==> config.mk <==
export PLATFORM = sky130hd
export DESIGN_NAME = can_fault_irq
export DESIGN_NICKNAME = d
export VERILOG_FILES = /design/src/rtl/can_fc_pkg.sv /design/src/rtl/can_fc_recovery.sv /design/src/rtl/can_fc_state.sv /design/src/rtl/can_fc_flags.sv /design/src/rtl/can_fault_irq.sv
export SDC_FILE = /design/constraint.sdc
export NUM_CORES = 1
export LEC_CHECK = 0
export BUFFER_PORTS_ARGS = -buffer_cell sky130_fd_sc_hd__buf_2
export CORE_MARGIN = 4
export CORE_UTILIZATION = 45
export CTS_CLUSTER_DIAMETER = 30
export CTS_CLUSTER_SIZE = 10
export DETAILED_ROUTE_END_ITERATION = 12
export GPL_TIMING_DRIVEN = 0
export PLACE_DENSITY = 0.73
export RECOVER_POWER = 25
export SLEW_MARGIN = 30
export SYNTH_ARGS = -nofsm -noshare
export SYNTH_HDL_FRONTEND = slang
export SYNTH_HIERARCHICAL = 1
export SYNTH_SLANG_ARGS = --single-unit
==> constraint.sdc <==
create_clock -name clk -period 2.45 [get_ports clk]
set_clock_uncertainty 0.15 [all_clocks]
set_input_delay 0.1225 -clock clk [delete_from_list [all_inputs] [get_ports clk]]
set_output_delay 0.1225 -clock clk [all_outputs]
set_load 0.1 [all_outputs]
==> src/rtl/can_fc_pkg.sv <==
package can_fc_pkg;
  typedef enum logic [1:0] {
    ST_ACTIVE  = 2'b00,
    ST_PASSIVE = 2'b01,
    ST_BUSOFF  = 2'b10,
    ST_HALTED  = 2'b11
  } node_st_t;

  localparam int NFLAG    = 3;
  localparam int FLG_OVL  = 0;
  localparam int FLG_BOFF = 1;
  localparam int FLG_PASS = 2;
endpackage

==> src/rtl/can_fc_recovery.sv <==
module can_fc_recovery #(
  parameter int RUN_LEN   = 11,
  parameter int RUN_COUNT = 128
) (
  input  logic clk,
  input  logic rst,
  input  logic en,
  input  logic bit_stb,
  input  logic bus_rx,
  output logic done
);
  localparam int BW = (RUN_LEN > 1) ? $clog2(RUN_LEN) : 1;
  localparam int RW = (RUN_COUNT > 1) ? $clog2(RUN_COUNT) : 1;
  localparam logic [BW-1:0] BIT_LAST = BW'(RUN_LEN - 1);
  localparam logic [RW-1:0] RUN_LAST = RW'(RUN_COUNT - 1);

  logic [BW-1:0] bit_cnt;
  logic [RW-1:0] run_cnt;
  logic          run_end;

  assign run_end = en && bit_stb && bus_rx && (bit_cnt == BIT_LAST);
  assign done    = run_end && (run_cnt == RUN_LAST);

  always_ff @(posedge clk) begin
    if (rst || !en) begin
      bit_cnt <= '0;
      run_cnt <= '0;
    end else if (bit_stb) begin
      if (!bus_rx) begin
        bit_cnt <= '0;
      end else if (run_end) begin
        bit_cnt <= '0;
        run_cnt <= done ? '0 : run_cnt + 1'b1;
      end else begin
        bit_cnt <= bit_cnt + 1'b1;
      end
    end
  end
endmodule

==> src/rtl/can_fc_state.sv <==
module can_fc_state
  import can_fc_pkg::*;
#(
  parameter int CNT_W       = 9,
  parameter int PASSIVE_LIM = 128,
  parameter int BUSOFF_LIM  = 256
) (
  input  logic             clk,
  input  logic             rst,
  input  logic [CNT_W-1:0] tec,
  input  logic [CNT_W-1:0] rec,
  input  logic             force_passive,
  input  logic             halt_req,
  input  logic             rec_done,
  output node_st_t         state,
  output logic             ev_busoff,
  output logic             ev_passive
);
  localparam logic [CNT_W-1:0] EP_TH = CNT_W'(PASSIVE_LIM);
  localparam logic [CNT_W-1:0] BO_TH = CNT_W'(BUSOFF_LIM);

  node_st_t nxt;
  logic     passive_cond;
  logic     busoff_cond;

  assign busoff_cond  = (tec >= BO_TH);
  assign passive_cond = (tec >= EP_TH) || (rec >= EP_TH) || force_passive;

  always_comb begin
    nxt        = state;
    ev_busoff  = 1'b0;
    ev_passive = 1'b0;
    case (state)
      ST_ACTIVE: begin
        if (busoff_cond) begin
          nxt       = ST_BUSOFF;
          ev_busoff = 1'b1;
        end else if (passive_cond) begin
          nxt        = ST_PASSIVE;
          ev_passive = 1'b1;
        end
      end
      ST_PASSIVE: begin
        if (busoff_cond) begin
          nxt       = ST_BUSOFF;
          ev_busoff = 1'b1;
        end else if (!passive_cond) begin
          nxt = ST_ACTIVE;
        end
      end
      ST_BUSOFF: begin
        if (halt_req) begin
          nxt       = ST_HALTED;
          ev_busoff = 1'b1;
        end else if (rec_done) begin
          nxt       = ST_ACTIVE;
          ev_busoff = 1'b1;
        end
      end
      default: begin
        if (!halt_req) nxt = ST_ACTIVE;
      end
    endcase
  end

  always_ff @(posedge clk) begin
    if (rst) state <= ST_ACTIVE;
    else     state <= nxt;
  end
endmodule

==> src/rtl/can_fc_flags.sv <==
module can_fc_flags #(
  parameter int N = 3
) (
  input  logic         clk,
  input  logic         rst,
  input  logic [N-1:0] set_vec,
  input  logic         wr_en,
  input  logic [N-1:0] wr_data,
  output logic [N-1:0] flags
);
  for (genvar i = 0; i < N; i++) begin : g_flag
    always_ff @(posedge clk) begin
      if (rst)                      flags[i] <= 1'b0;
      else if (set_vec[i])          flags[i] <= 1'b1;
      else if (wr_en && wr_data[i]) flags[i] <= 1'b0;
    end
  end
endmodule

==> src/rtl/can_fault_irq.sv <==
module can_fault_irq
  import can_fc_pkg::*;
#(
  parameter int CNT_W       = 9,
  parameter int PASSIVE_LIM = 128,
  parameter int BUSOFF_LIM  = 256,
  parameter int RUN_LEN     = 11,
  parameter int RUN_COUNT   = 128
) (
  input  logic             clk,
  input  logic             rst,
  input  logic [CNT_W-1:0] tec,
  input  logic [CNT_W-1:0] rec,
  input  logic             bit_stb,
  input  logic             bus_rx,
  input  logic             ovl_det,
  input  logic             listen_only,
  input  logic             halt_req,
  input  logic             force_passive,
  input  logic             wr_en,
  input  logic [2:0]       wr_data,
  output logic [1:0]       node_state,
  output logic [2:0]       flags,
  output logic             ovl_tx_en
);
  node_st_t         st;
  logic             rec_done;
  logic             ev_busoff;
  logic             ev_passive;
  logic [NFLAG-1:0] set_vec;

  can_fc_recovery #(
    .RUN_LEN  (RUN_LEN),
    .RUN_COUNT(RUN_COUNT)
  ) u_recovery (
    .clk    (clk),
    .rst    (rst),
    .en     (st == ST_BUSOFF),
    .bit_stb(bit_stb),
    .bus_rx (bus_rx),
    .done   (rec_done)
  );

  can_fc_state #(
    .CNT_W      (CNT_W),
    .PASSIVE_LIM(PASSIVE_LIM),
    .BUSOFF_LIM (BUSOFF_LIM)
  ) u_state (
    .clk          (clk),
    .rst          (rst),
    .tec          (tec),
    .rec          (rec),
    .force_passive(force_passive),
    .halt_req     (halt_req),
    .rec_done     (rec_done),
    .state        (st),
    .ev_busoff    (ev_busoff),
    .ev_passive   (ev_passive)
  );

  always_comb begin
    set_vec           = '0;
    set_vec[FLG_OVL]  = ovl_det;
    set_vec[FLG_BOFF] = ev_busoff;
    set_vec[FLG_PASS] = ev_passive;
  end

  can_fc_flags #(
    .N(NFLAG)
  ) u_flags (
    .clk    (clk),
    .rst    (rst),
    .set_vec(set_vec),
    .wr_en  (wr_en),
    .wr_data(wr_data),
    .flags  (flags)
  );

  always_ff @(posedge clk) begin
    if (rst) ovl_tx_en <= 1'b0;
    else     ovl_tx_en <= ovl_det && !listen_only &&
                          ((st == ST_ACTIVE) || (st == ST_PASSIVE));
  end

  assign node_state = st;
endmodule

==> impl_results.rst, run 1 <==
.. list-table::
   :header-rows: 1

   * - Metric
     - Value
   * - Status
     - complete, no violations
   * - Detailed-placement wirelength estimate
     - around 1.4 mm
   * - Core region area
     - about 1800 um2
   * - Class of the tightest hold or removal check
     - input pin to flip-flop
   * - Setup tns final
     - 0 ns
   * - Pwr dens
     - a little under 500 nW/um2
   * - Routed vias/inst
     - approximately 5.0
   * - Worst-case hold path end point
     - u_recovery/run_cnt[1]
   * - Clock-pin slew on the worst setup and hold paths
     - ~0.1 ns
   * - Slowest stage delay, CP
     - about 0.63 ns
   * - Number of cell instances on the worst register-to-register path
     - 8
   * - Die Outline Area
     - 2680 um2
   * - Hold Vio Cnt, Final
     - 0
   * - Worst ir drop on vdd
     - 0.240 mV
   * - Clock buffer depth
     - 2
   * - Die W
     - between 50 and 60 um
   * - Number of DRC markers in iteration 0
     - 12
   * - Final core utilization
     - 0.662
   * - Aggregate routed wire length
     - roughly 2 mm
   * - Setup slack of the worst register-to-register path
     - 0.36 ns
   * - Count of vias placed by the detailed router
     - ~800
   * - Category of the most critical setup path
     - input pin to flip-flop
   * - Worst Tran Pin Value
     - 1.18 ns
   * - Number of nets with antenna violations after detailed routing
     - 0
   * - Clock root buffer master
     - clkbuf_4
   * - Hold wc startpoint
     - bus_rx
   * - Buffers inserted during post-CTS setup optimization
     - 0
   * - Reg-to-reg critical path endpoint
     - u_flags/flags[1]
   * - Worst relative slew slack
     - 0.219
   * - Pin count of the biggest net entering global routing
     - 11
   * - LEAKAGE
     - between 0.4 and 0.5 nW
   * - Maximum clock rate
     - between 400 and 500 MHz
   * - Cell chain of the critical path
     - dlygate4sd3_1, buf_2, nor4_1, dlygate4sd3_1, o22ai_2, dlygate4sd3_1
   * - Register bit count reported by yosys
     - 17
   * - Netlist cell types
     - 34
   * - # IOs
     - 36
   * - Fraction of the cycle the final worst path needs
     - 0.930
   * - Placer congestion estimate
     - roughly 0.85
   * - Sequential area share after synthesis
     - 0.395
   * - CTS tree
     - built
   * - Launching point of the worst reg2reg path
     - u_state/state[1]
   * - Combined area of all synthesized cells
     - 861 um2
   * - Number of antenna violations at the first check in global routing
     - 0
   * - Arrival time at the worst endpoint
     - about 2.3 ns
   * - Hold Path Depth
     - 4
   * - Commonest cells after routing, fill and taps aside
     - 16 x dfxtp_1, 15 x dlygate4sd3_1, 15 x buf_2
   * - Routed len/inst
     - between 10 and 15 um
   * - Initial Util
     - 0.488
   * - Min Clock Period, post-route
     - 2.28 ns
   * - Number of warnings reported in the yosys synthesis log
     - 6
   * - Critical Path Fanout Max
     - 2
   * - Die Ht
     - ~52 um
   * - Via count of the first global-routing pass
     - about 780
   * - Clock latency reported for the late side of the worst-skew pair
     - about 0.28 ns
   * - Most common library cell in the layout ignoring fill and taps
     - dfxtp_1
   * - Global-route wire length before repair
     - 3.58 mm
   * - Cell repeated most along the worst path
     - dlygate4sd3_1
   * - Required time reported for the critical path endpoint
     - 2.48 ns
   * - Remaining DRCs
     - 0
   * - Number of fill cells
     - 159
   * - Number of sinks handled by clock tree synthesis
     - 17
   * - Antenna diode count
     - 0
   * - Setup repair after global routing missed its margin
     - no
   * - Average size of a mapped cell
     - ~9.0 um2
   * - Final number of setup-violating endpoints
     - 0
   * - Nature of the critical path endpoint
     - flip-flop
   * - Max Transition Viols Final
     - 0
   * - Maximum level of the CTS H-tree
     - 1
   * - TritonRoute pass-1 iters
     - 4
   * - Number of I/O port buffers
     - 20
   * - Share of final-layout standard cells stronger than drive strength 1
     - 0.207
   * - Number of buffers created by CTS
     - 3
   * - Total routing usage reported by global routing
     - 0.180
   * - Net Count, Synth
     - between 100 and 150
   * - Global-route congestion overflow total
     - 0
   * - Worst Setup Start Kind
     - input pin
   * - Synthesized instance count
     - 96
   * - P&R area growth vs syn
     - 35.6%
   * - Slowest cell on crit path
     - dlygate4sd3_1
   * - Maxcap violations
     - 0
   * - Final layout net count
     - around 170
   * - Row count
     - 15
## through the flow
stage	cell area [um2]	power, W	cells	hold slack [ns]	worst slack, ns
finish	1170	0.000575	160	0.105	0.172
global route	1170	0.000602	160	0.132	0.110
CTS	1170	0.000582	160	0.0991	0.218
detailed placement	993	0.000410	141	0.160	0.248
global placement	993	0.000408	141	0.146	0.306
floorplan	862	0.000381	96	0.0372	0.0900
## metal layers
metal / track usage / up-vias / part of all wire
li1: - / 420 / -
met1: 0.219 / 363 / 0.43
met2: 0.314 / 13 / 0.53
met3: 0.0258 / 2 / 0.030
met4: 0.0786 / 0 / 0.012
met5: 0 / - / 0
## flip-flops by register name, summed over array words and instances (netlist names)
| name | count |
|---|---|
| u_recovery/bit_cnt | 4 |
| u_state/state | 2 |
| u_recovery/run_cnt | 7 |
| u_flags/flags | 3 |
| ovl_tx_en | 1 |
## report_power, final
| part | switching [W] | internal (W) | total [W] | leakage, nW |
|---|---|---|---|---|
| Combinational | 0.0000877 | 0.0000436 | 0.000131 | 0.297 |
| Sequential | 0.00000729 | 0.000284 | 0.000292 | 0.139 |
| Clock | 0.0000915 | 0.0000606 | 0.000152 | 0.0177 |
## worst max-delay path: cells and delay by family
kind,cells,cell delay (ns)
buf+inv,4,1.83
compound gates,1,0.06
simple gates,1,0.30
## how the worst max path moves through the flow
stage	from	endpoint	slack, ns
after detailed placement	u_state/state[1]	u_flags/flags[1]	0.25
after floorplan	u_state/state[0]	u_state/state[1]	0.09
after global placement	u_state/state[1]	u_flags/flags[1]	0.31
final	force_passive	u_state/state[0]	0.17
after CTS	u_state/state[1]	u_flags/flags[1]	0.22
after global routing	force_passive	u_state/state[0]	0.11
## area by class of cell
| type | instances | area, um2 | area share |
|---|---|---|---|
| Multi-Input combinational cell | 69 | 478 | 0.409 |
| Sequential cell | 17 | 342 | 0.293 |
| Timing Repair Buffer | 35 | 244 | 0.209 |
| Inverter | 9 | 33.8 | 0.0289 |
| Tap cell | 25 | 31.3 | 0.0268 |
| Clock buffer | 3 | 22.5 | 0.0193 |
| Buffer | 1 | 11.3 | 0.00965 |
| Clock inverter | 1 | 5.00 | 0.00429 |
## synth_stat cells
cell	number	area (um2)
o21bai_1	2	15.0
nand3_1	3	15.0
nor2b_1	1	6.26
o22ai_1	1	6.26
a211oi_1	1	7.51
or3b_1	1	8.76
nor3_1	2	10.0
mux2i_1	3	30.0
and4b_4	1	13.8
nand3b_1	2	15.0
a311oi_1	4	35.0
inv_1	9	33.8
buf_6	1	11.3
dfxtp_1	17	340
nor4_1	3	18.8
xnor2_1	3	26.3
nor2_1	12	45.0
nor4b_2	1	15.0
a31oi_1	1	6.26
ha_1	3	37.5
a21oi_1	4	20.0
nand3_4	1	17.5
o22ai_2	1	12.5
a21oi_2	1	8.76
xor2_1	1	8.76
and3_1	1	6.26
and4_2	1	10.0
nand4b_1	2	17.5
nand2_1	7	26.3
or3_1	1	6.26
or2_0	1	6.26
o21ai_0	1	5.00
nand2b_1	2	12.5
nand4_1	1	6.26
## what timing repair did
item                                   4_1_cts  5_1_grt
hold buffers                                15        0
gates resized for setup                      0        1
setup endpoints to repair                    0        1
endpoints found under the hold margin        9        0
## logic make-up (layout without fill, tap and decap cells)
| kind of cell | Yosys count | count (layout) | synth area share |
|---|---|---|---|
| simple gates | 43 | 43 | 0.298 |
| flops | 17 | 17 | 0.395 |
| compound gates | 16 | 16 | 0.135 |
| buf+inv | 10 | 49 | 0.0523 |
| xor+xnor | 4 | 4 | 0.0407 |
| fa+ha+maj | 3 | 3 | 0.0436 |
| mux | 3 | 3 | 0.0349 |
Note: power is estimated with default switching activity, not from simulation.
==> run 2, diff against run 1 <==
- ABC_AREA: unset -> 1
- CORE_MARGIN: 4 -> unset
- PLACE_DENSITY: 0.73 -> 0.71
==> impl_results.rst, run 2 <==
.. list-table::
   :header-rows: 1

   * - Metric
     - Value
   * - Least setup slack across all paths after layout
     - 0.662 ns (+0.490 ns)
   * - Number of antenna violations at the first check in global routing
     - 0 (unchanged)
   * - Commonest cells after routing, fill and taps aside
     - 38 x nand2_1, 23 x inv_1, 19 x nor2_1
   * - Final number of setup-violating endpoints
     - 0 (unchanged)
   * - Core region area
     - 1960 um2 (+11%)
   * - Worst relative slew slack
     - 0.217 (-0.00262)
   * - Count of vias placed by the detailed router
     - 976 (+22%)
   * - Arrival time at the worst endpoint
     - 1.87 ns (-0.44 ns)
   * - Netlist cell types
     - 21 (-38%)
   * - Worst Setup Start Kind
     - flip-flop
   * - Slowest cell on crit path
     - dfxtp_1
   * - Number of nets with antenna violations after detailed routing
     - 0 (unchanged)
   * - Total routing usage reported by global routing
     - 0.197 (+0.0167)
   * - Global-route congestion overflow total
     - 0 (unchanged)
   * - Remaining DRCs
     - 0 (unchanged)
   * - Maximum clock rate
     - 559 MHz (+27%)
   * - Non-filler instance count after layout
     - 207 (+29%)
   * - Worst Tran Pin Value
     - 1.18 ns (+0.00395 ns)
   * - Class of the tightest hold or removal check
     - input pin to flip-flop
   * - Global Route met2 Usage
     - 0.392 (+0.0783)
   * - Post-Route Hold Slack
     - 0.0164 ns (-0.0886 ns)
   * - Library cell with the highest instance count after synthesis
     - nand2_1
   * - Pwr dens
     - 522 nW/um2 (+6.0%)
   * - Slowest stage delay, CP
     - 0.46 ns (-0.17 ns)
   * - Die Ht
     - 47.8 um (-7.7%)
   * - Routed len/inst
     - 9.80 um (-22%)
   * - CTS tree
     - built
   * - Most congested layer reported by global routing
     - met2
   * - Final core utilization
     - 0.607 (-0.0546)
   * - Nature of the critical path endpoint
     - flip-flop
   * - P&R area growth vs syn
     - 26.4%
   * - Most common library cell in the layout ignoring fill and taps
     - nand2_1
   * - Cell chain of the critical path
     - inv_2, nor2_1, nand3_1, nor2_4, nand3_1, inv_1, o21ai_0, nand2_2, nand3_1, nand2_1, inv_1, nor2_2
   * - Crit-path leading delay family
     - simple AND/OR/NAND/NOR gates
   * - Setup repair after global routing missed its margin
     - no
   * - Status
     - complete, no violations
   * - Die Outline Area
     - 2280 um2 (-15%)
   * - Critical Path Fanout Max
     - 6 (+4)
   * - Largest registers in the final layout
     - u_recovery/run_cnt (7), u_recovery/bit_cnt (4), u_flags/flags (3)
   * - Count of cell instances traversed by the critical path
     - 12 (+6)
   * - Maximum level of the CTS H-tree
     - 1 (unchanged)
   * - Maxcap violations
     - 0 (unchanged)
   * - Post-place setup slack
     - 0.666 ns (+0.419 ns)
   * - Combined area of all synthesized cells
     - 942 um2 (+9.4%)
   * - Number of flops mapped to enable cells by yosys
     - 0 (unchanged)
   * - TritonRoute pass-1 iters
     - 4 (unchanged)
   * - Number of sinks handled by clock tree synthesis
     - 17 (unchanged)
   * - Cell repeated most along the worst path
     - nand3_1
   * - Clock root buffer master
     - clkbuf_4
   * - Clock buffer depth
     - 2 (unchanged)
   * - Met1 usage in global routing
     - 0.186 (-0.0326)
   * - Number of cells in the design after placement
     - 194 (+38%)
   * - Register bit count reported by yosys
     - 17 (unchanged)
   * - Timing endpoint of the critical path
     - u_state/state[0]
   * - Worst ir drop on vdd
     - 0.455 mV (+89%)
   * - Buffers inserted during post-CTS setup optimization
     - 0 (unchanged)
   * - Bufs and invs on worst path
     - 3 (-1)
   * - Hold Path Depth
     - 3 (-1)
   * - Number of cell instances on the worst register-to-register path
     - 12 (+4)
   * - Clock-pin slew on the worst setup and hold paths
     - 0.09 ns (about the same)
   * - Setup tns final
     - 0 ns (unchanged)
   * - GRT met3 Usage
     - 0.0528 (+0.0270)
   * - Flip-flop count of the largest register, all copies and words added
     - 7 (unchanged)
   * - Post-synthesis async set-or-reset flop share
     - 0 (unchanged)
   * - Number of fill cells
     - 211 (+33%)
   * - Die W
     - 47.8 um (-7.7%)
   * - Launching point of the worst reg2reg path
     - u_state/state[1]
   * - Number of warnings reported in the yosys synthesis log
     - 6 (unchanged)
   * - Initial Util
     - 0.480 (-0.00771)
   * - Routed vias/inst
     - 4.71 (-5.5%)
   * - Detailed-placement wirelength estimate
     - 1.46 mm (+7.0%)
   * - Via count of the first global-routing pass
     - 882 (+14%)
   * - Resized Gates After CTS
     - 0 (unchanged)
   * - Largest area contributor in the synthesized netlist
     - dfxtp_1
   * - Aggregate routed wire length
     - 2.03 mm (+0.95%)
   * - Multi-input gate area
     - 485 um2 (+1.6%)
   * - Reg-to-reg critical path endpoint
     - u_state/state[0]
   * - Cell types occupying the most area after synthesis
     - dfxtp_1 36%, nand2_1 15%, inv_1 9.2%, nor2_1 7.6%, nand3_1 6.9%
   * - Max Transition Viols Final
     - 0 (unchanged)
   * - Fraction of post-synthesis cell area in the top cell type by area
     - 0.361 (-0.0341)
   * - Placer congestion estimate
     - 0.744 (-12%)
   * - Hold Vio Cnt, Final
     - 0 (unchanged)
   * - Category of the most critical setup path
     - flip-flop to flip-flop
   * - Min Clock Period, post-route
     - 1.79 ns (-0.490 ns)
   * - Setup slack of the worst register-to-register path
     - 0.66 ns (+0.30 ns)
   * - Clock latency reported for the late side of the worst-skew pair
     - 0.29 ns (about the same)
   * - Antenna diode count
     - 0 (unchanged)
   * - Synth Flop Type
     - dfxtp_1
   * - Worst setup path startpoint
     - u_state/state[1]
   * - Net Count, Synth
     - 179 (+39%)
   * - Largest reg by FF count
     - u_recovery/run_cnt
   * - Post-synth top cells
     - 38 x nand2_1, 23 x inv_1, 19 x nor2_1, 17 x dfxtp_1, 13 x nand3_1
   * - Row count
     - 16 (+1)
   * - Pin count of the biggest net entering global routing
     - 11 (unchanged)
   * - Synthesized instance count
     - 146 (+52%)
   * - Average size of a mapped cell
     - 6.45 um2 (-28%)
   * - Fraction of the cycle the final worst path needs
     - 0.730 (-0.200)
   * - Final layout net count
     - 214 (+27%)
   * - # IOs
     - 36 (unchanged)
   * - Share of final-layout standard cells stronger than drive strength 1
     - 0.183 (-0.0241)
   * - Required time reported for the critical path endpoint
     - 2.54 ns (+0.06 ns)
   * - Number of DRC markers in iteration 0
     - 9 (-3)
   * - Number of buffers created by CTS
     - 3 (unchanged)
   * - Sequential area share after synthesis
     - 0.361 (-0.0341)
   * - Number of I/O port buffers
     - 21 (+5.0%)
   * - Seq. cell area
     - 340 um2 (-0.37%)
   * - Global-route wire length before repair
     - 3.17 mm (-11%)
   * - LEAKAGE
     - 0.557 nW (+23%)
-- run 2: cell types whose count changed after synthesis, sizes merged, moves of 3 or more --
cell | before | now
a311oi | 4 | 0
nand2 | 7 | 39
xnor2 | 3 | 0
nor4 | 3 | 0
nand4 | 1 | 4
nand3 | 4 | 14
a21oi | 5 | 9
inv | 9 | 28
nor2 | 12 | 23
mux2i | 3 | 0
-- run 2: cells by family after synthesis --
| kind of cell | after synthesis | share of synthesized area |
|---|---|---|
| adder cells (fa/ha/maj) | 3 | 0.0398 |
| buffers and inverters | 29 | 0.124 |
| AO/OA/AOI/OAI | 14 | 0.0823 |
| XOR/XNOR | 1 | 0.00930 |
| AND/OR/NAND/NOR | 82 | 0.384 |
| flip-flops | 17 | 0.361 |
-- run 2: worst min-delay path by stage --
stage	from	to	slack (ns)
after floorplan	rst	u_flags/flags[0]	0.03
after global placement	listen_only	ovl_tx_en	0.22
after detailed placement	listen_only	ovl_tx_en	0.22
after CTS	tec[8]	u_state/state[1]	0.00003
after global routing	tec[8]	u_state/state[1]	0.03
final	tec[8]	u_state/state[1]	0.02
-- run 2: worst reg2reg max path: stages (launching register included) --
cell	delay (ns)
dfxtp_1	0.46
inv_2	0.07
nor2_1	0.13
nand3_1	0.14
nor2_4	0.16
nand3_1	0.10
inv_1	0.08
o21ai_0	0.09
nand2_2	0.10
nand3_1	0.08
nand2_1	0.06
inv_1	0.04
nor2_2	0.08
-- run 2: per-layer routing --
metal	vias to the layer above	part of all wire
li1	524	-
met1	428	0.44
met2	22	0.52
met3	2	0.042
met4	0	0.0044
met5	-	0
-- run 2: report_power, final --
group          leakage, nW  internal [W]  switching, W  total, W
sequential           0.138      0.000287     0.0000109  0.000298
combinational        0.403     0.0000461      0.000130  0.000176
clock               0.0150     0.0000633     0.0000847  0.000148
total                0.557      0.000396      0.000226  0.000622
-- run 2: through the flow --
stage	total power [W]	cell area [um2]
2_1_floorplan	0.000433	942
3_3_place_gp	0.000467	1080
3_5_place_dp	0.000471	1080
4_1_cts	0.000631	1200
5_1_grt	0.000661	1190
6_report	0.000622	1190
-- run 2: cell type report --
class / instances / share of cell area
timing repair buffer: 30 / 0.159
sequential: 17 / 0.286
inverter: 28 / 0.0882
tap: 27 / 0.0284
multi-input combinational: 100 / 0.408
buffer: 1 / 0.00945
clock buffer: 4 / 0.0221
-- run 2: what timing repair did --
action / in CTS / in global routing
setup endpoints to repair: 0 / 0
hold endpoints to repair: 6 / 0
hold buffers: 9 / 0
==> run 3, diff against run 2 <==
- ABC_AREA: 1 -> 0
- CORE_UTILIZATION: 45 -> 41
- PLACE_DENSITY: 0.71 -> 0.7
- clock period: 2.45 -> 1.4 ns (I/O delays scaled with it)
==> impl_results.rst, run 3 (same netlist as run 1, synthesis figures left out) <==
.. list-table::
   :header-rows: 1

   * - Metric
     - Value
   * - Switching power summed over all nets
     - 0.000350 W (+55%)
   * - Crit-path leading delay family
     - simple AND/OR/NAND/NOR gates
   * - Slowest stage delay, CP
     - 0.34 ns (-0.12 ns)
   * - TritonRoute pass-1 iters
     - 4 (unchanged)
   * - Largest reg by FF count
     - u_recovery/run_cnt
   * - Worst ir drop on vdd
     - 0.547 mV (+20%)
   * - Hold Vio Cnt, Final
     - 0 (unchanged)
   * - Aggregate routed wire length
     - 2.63 mm (+29%)
   * - Required time reported for the critical path endpoint
     - 1.46 ns (-1.08 ns)
   * - Worst Setup Start Kind
     - flip-flop
   * - Pwr dens
     - 758 nW/um2 (+45%)
   * - Bufs and invs on worst path
     - 2 (-1)
   * - Number of antenna violations at the first check in global routing
     - 0 (unchanged)
   * - Clock-pin slew on the worst setup and hold paths
     - 0.11 ns (+0.02 ns)
   * - Most common library cell in the layout ignoring fill and taps
     - buf_2
   * - P&R area growth vs syn
     - 61.6%
   * - Max Transition Viols Final
     - 0 (unchanged)
   * - Number of nets with antenna violations after detailed routing
     - 0 (unchanged)
   * - Number of cell instances on the worst register-to-register path
     - 9 (-3)
   * - Final instance area
     - 1390 um2 (+17%)
   * - Final number of setup-violating endpoints
     - 13 (+13)
   * - Setup repair after global routing missed its margin
     - yes
   * - Number of buffers created by CTS
     - 3 (unchanged)
   * - Maximum level of the CTS H-tree
     - 1 (unchanged)
   * - Number of fill cells
     - 155 (-27%)
   * - Least setup slack across all paths after layout
     - -0.322 ns (-0.984 ns)
   * - Class of the tightest hold or removal check
     - input pin to flip-flop
   * - Largest registers in the final layout
     - u_recovery/run_cnt (7), u_recovery/bit_cnt (4), u_flags/flags (3)
   * - Placer congestion estimate
     - 0.720 (-3.3%)
   * - Core region area
     - 1960 um2 (unchanged)
   * - Worst relative slew slack
     - 0.673 (+0.456)
   * - LEAKAGE
     - 0.530 nW (-4.8%)
   * - Placed Area
     - 1020 um2 (-5.9%)
   * - Worst Tran Pin Value
     - 0.494 ns (-0.686 ns)
   * - # IOs
     - 36 (unchanged)
   * - Seq. cell area
     - 355 um2 (+4.4%)
   * - Share of power burned in the clock network
     - 0.260 (+0.022)
   * - Die Outline Area
     - 2290 um2 (+0.27%)
   * - Non-filler instance count after layout
     - 172 (-17%)
   * - Final layout net count
     - 179 (-16%)
   * - Timing endpoint of the critical path
     - u_flags/flags[1]
   * - Status
     - complete, but fails checks
   * - Setup tns final
     - -1.92 ns (-1.92 ns)
   * - Clock root buffer master
     - clkbuf_4
   * - Setup slack of the worst register-to-register path
     - -0.32 ns (-0.98 ns)
   * - Die W
     - 47.8 um (+0.14%)
   * - Slowest cell on crit path
     - dfxtp_2
   * - Category of the most critical setup path
     - flip-flop to flip-flop
   * - Routed vias/inst
     - 5.41 (+15%)
   * - Relative contribution of combinational cells to total power
     - 0.258 (-0.025)
   * - Detailed-placement wirelength estimate
     - 1.26 mm (-13%)
   * - Relative contribution of sequential cells to total power
     - 0.482 (+0.003)
   * - Switch share
     - 0.332 (-0.0307)
   * - Maxcap violations
     - 0 (unchanged)
   * - Launching point of the worst reg2reg path
     - u_recovery/bit_cnt[0]
   * - Row count
     - 16 (unchanged)
   * - Commonest cells after routing, fill and taps aside
     - 19 x buf_2, 15 x dlygate4sd3_1, 12 x nor2_1
   * - Number of DRC markers in iteration 0
     - 25 (+16)
   * - Fraction of the cycle the final worst path needs
     - 1.23 (+0.500)
   * - Initial Util
     - 0.439 (-0.0415)
   * - Number of cells in the design after placement
     - 143 (-26%)
   * - Count of vias placed by the detailed router
     - 931 (-4.6%)
   * - Multi-input gate area
     - 588 um2 (+21%)
   * - Final core utilization
     - 0.709 (+0.102)
   * - Maximum clock rate
     - 581 MHz (+3.9%)
   * - CTS tree
     - built
   * - Min Clock Period, post-route
     - 1.72 ns (-0.0664 ns)
   * - Reg-to-reg critical path endpoint
     - u_flags/flags[1]
   * - Number of I/O port buffers
     - 20 (-4.8%)
   * - Clock buffer depth
     - 2 (unchanged)
   * - Arrival time at the worst endpoint
     - 1.78 ns (-0.09 ns)
   * - Global-route congestion overflow total
     - 0 (unchanged)
   * - Remaining DRCs
     - 0 (unchanged)
   * - Number of sinks handled by clock tree synthesis
     - 17 (unchanged)
   * - Nature of the critical path endpoint
     - flip-flop
   * - Cell chain of the critical path
     - inv_2, ha_4, nand4b_1, nor2_1, and3_1, o21bai_1, mux2i_1, inv_1, a311oi_1
   * - Critical Path Fanout Max
     - 2 (-4)
   * - Via count of the first global-routing pass
     - 859 (-2.6%)
   * - Antenna diode count
     - 0 (unchanged)
   * - Internal power
     - 0.000704 W (+78%)
   * - Share of final-layout standard cells stronger than drive strength 1
     - 0.428 (+0.244)
   * - Post-place setup slack
     - -0.474 ns (-1.14 ns)
   * - Pin count of the biggest net entering global routing
     - 10 (-1)
   * - Worst setup path startpoint
     - u_recovery/bit_cnt[0]
   * - Count of cell instances traversed by the critical path
     - 9 (-3)
   * - Global-route wire length before repair
     - 3.46 mm (+9.1%)
   * - Routed len/inst
     - 15.3 um (+56%)
   * - Clock latency reported for the late side of the worst-skew pair
     - 0.30 ns (about the same)
   * - Die Ht
     - 47.8 um (+0.14%)
   * - Flip-flop count of the largest register, all copies and words added
     - 7 (unchanged)
   * - Violations in the final reports
     - negative setup slack
   * - Total routing usage reported by global routing
     - 0.225 (+0.0284)
==> run 3: cell count changes in the layout (fill, tap and decap cells not counted), sizes merged, moves of 6 or more <==
cell and change:
buf +14, nand3 -10, nor2 -11, dlygate4sd3 +6
nand2 -32, inv -19
==> run 3: tightest hold or removal path: cells and delay by family <==
family	cells	cell delay [ns]
AO/OA/AOI/OAI	2	0.16
buffers and inverters	1	0.09
AND/OR/NAND/NOR	2	0.14
==> run 3: power groups by stage <==
stage / logic [W] / registers (W) / clock network, W
floorplan: 0.0000550 / 0.000617 / 0
global placement: 0.000197 / 0.000522 / 0
detailed placement: 0.000201 / 0.000523 / 0
CTS: 0.000255 / 0.000506 / 0.000274
global route: 0.000286 / 0.000510 / 0.000309
finish: 0.000272 / 0.000508 / 0.000274
==> run 3: worst min path at each step <==
stage,from,to,slack [ns],cells after the start
floorplan,rst,u_state/state[1],-0.02,1
global placement,listen_only,ovl_tx_en,0.09,2
detailed placement,listen_only,ovl_tx_en,0.09,2
CTS,bit_stb,u_recovery/bit_cnt[3],0.04,5
global route,bus_rx,u_recovery/run_cnt[0],0.07,4
finish,bit_stb,u_recovery/bit_cnt[3],0.05,5
==> run 3: final cells by class <==
type,instances,area share
Multi-Input combinational cell,69,0.423
Sequential cell,17,0.255
Timing Repair Buffer,45,0.246
Inverter,9,0.0243
Tap cell,27,0.0243
Clock buffer,4,0.0189
Buffer,1,0.00809
==> run 3: per-stage QoR <==
| stage | hold WS, ns | total power [W] |
|---|---|---|
| 4_1_cts | 0.0364 | 0.00104 |
| 3_5_place_dp | 0.0944 | 0.000723 |
| 6_report | 0.0468 | 0.00105 |
| 2_1_floorplan | -0.0176 | 0.000672 |
| 5_1_grt | 0.0654 | 0.00111 |
| 3_3_place_gp | 0.0943 | 0.000719 |
==> run 3: metal layers <==
layer,global-route usage,vias up,share of wire
met5,0,-,0
met4,0.128,0,0.029
met3,0.0453,8,0.035
met2,0.430,39,0.53
met1,0.222,441,0.40
li1,-,443,-
==> run 3: timing repair <==
action,in CTS,in global routing
setup buffers,10,0
hold endpoints to repair,9,0
pin swaps,11,5
endpoints found under the setup margin,13,14
hold buffers,15,0
gates cloned,0,0
resized for setup,23,6
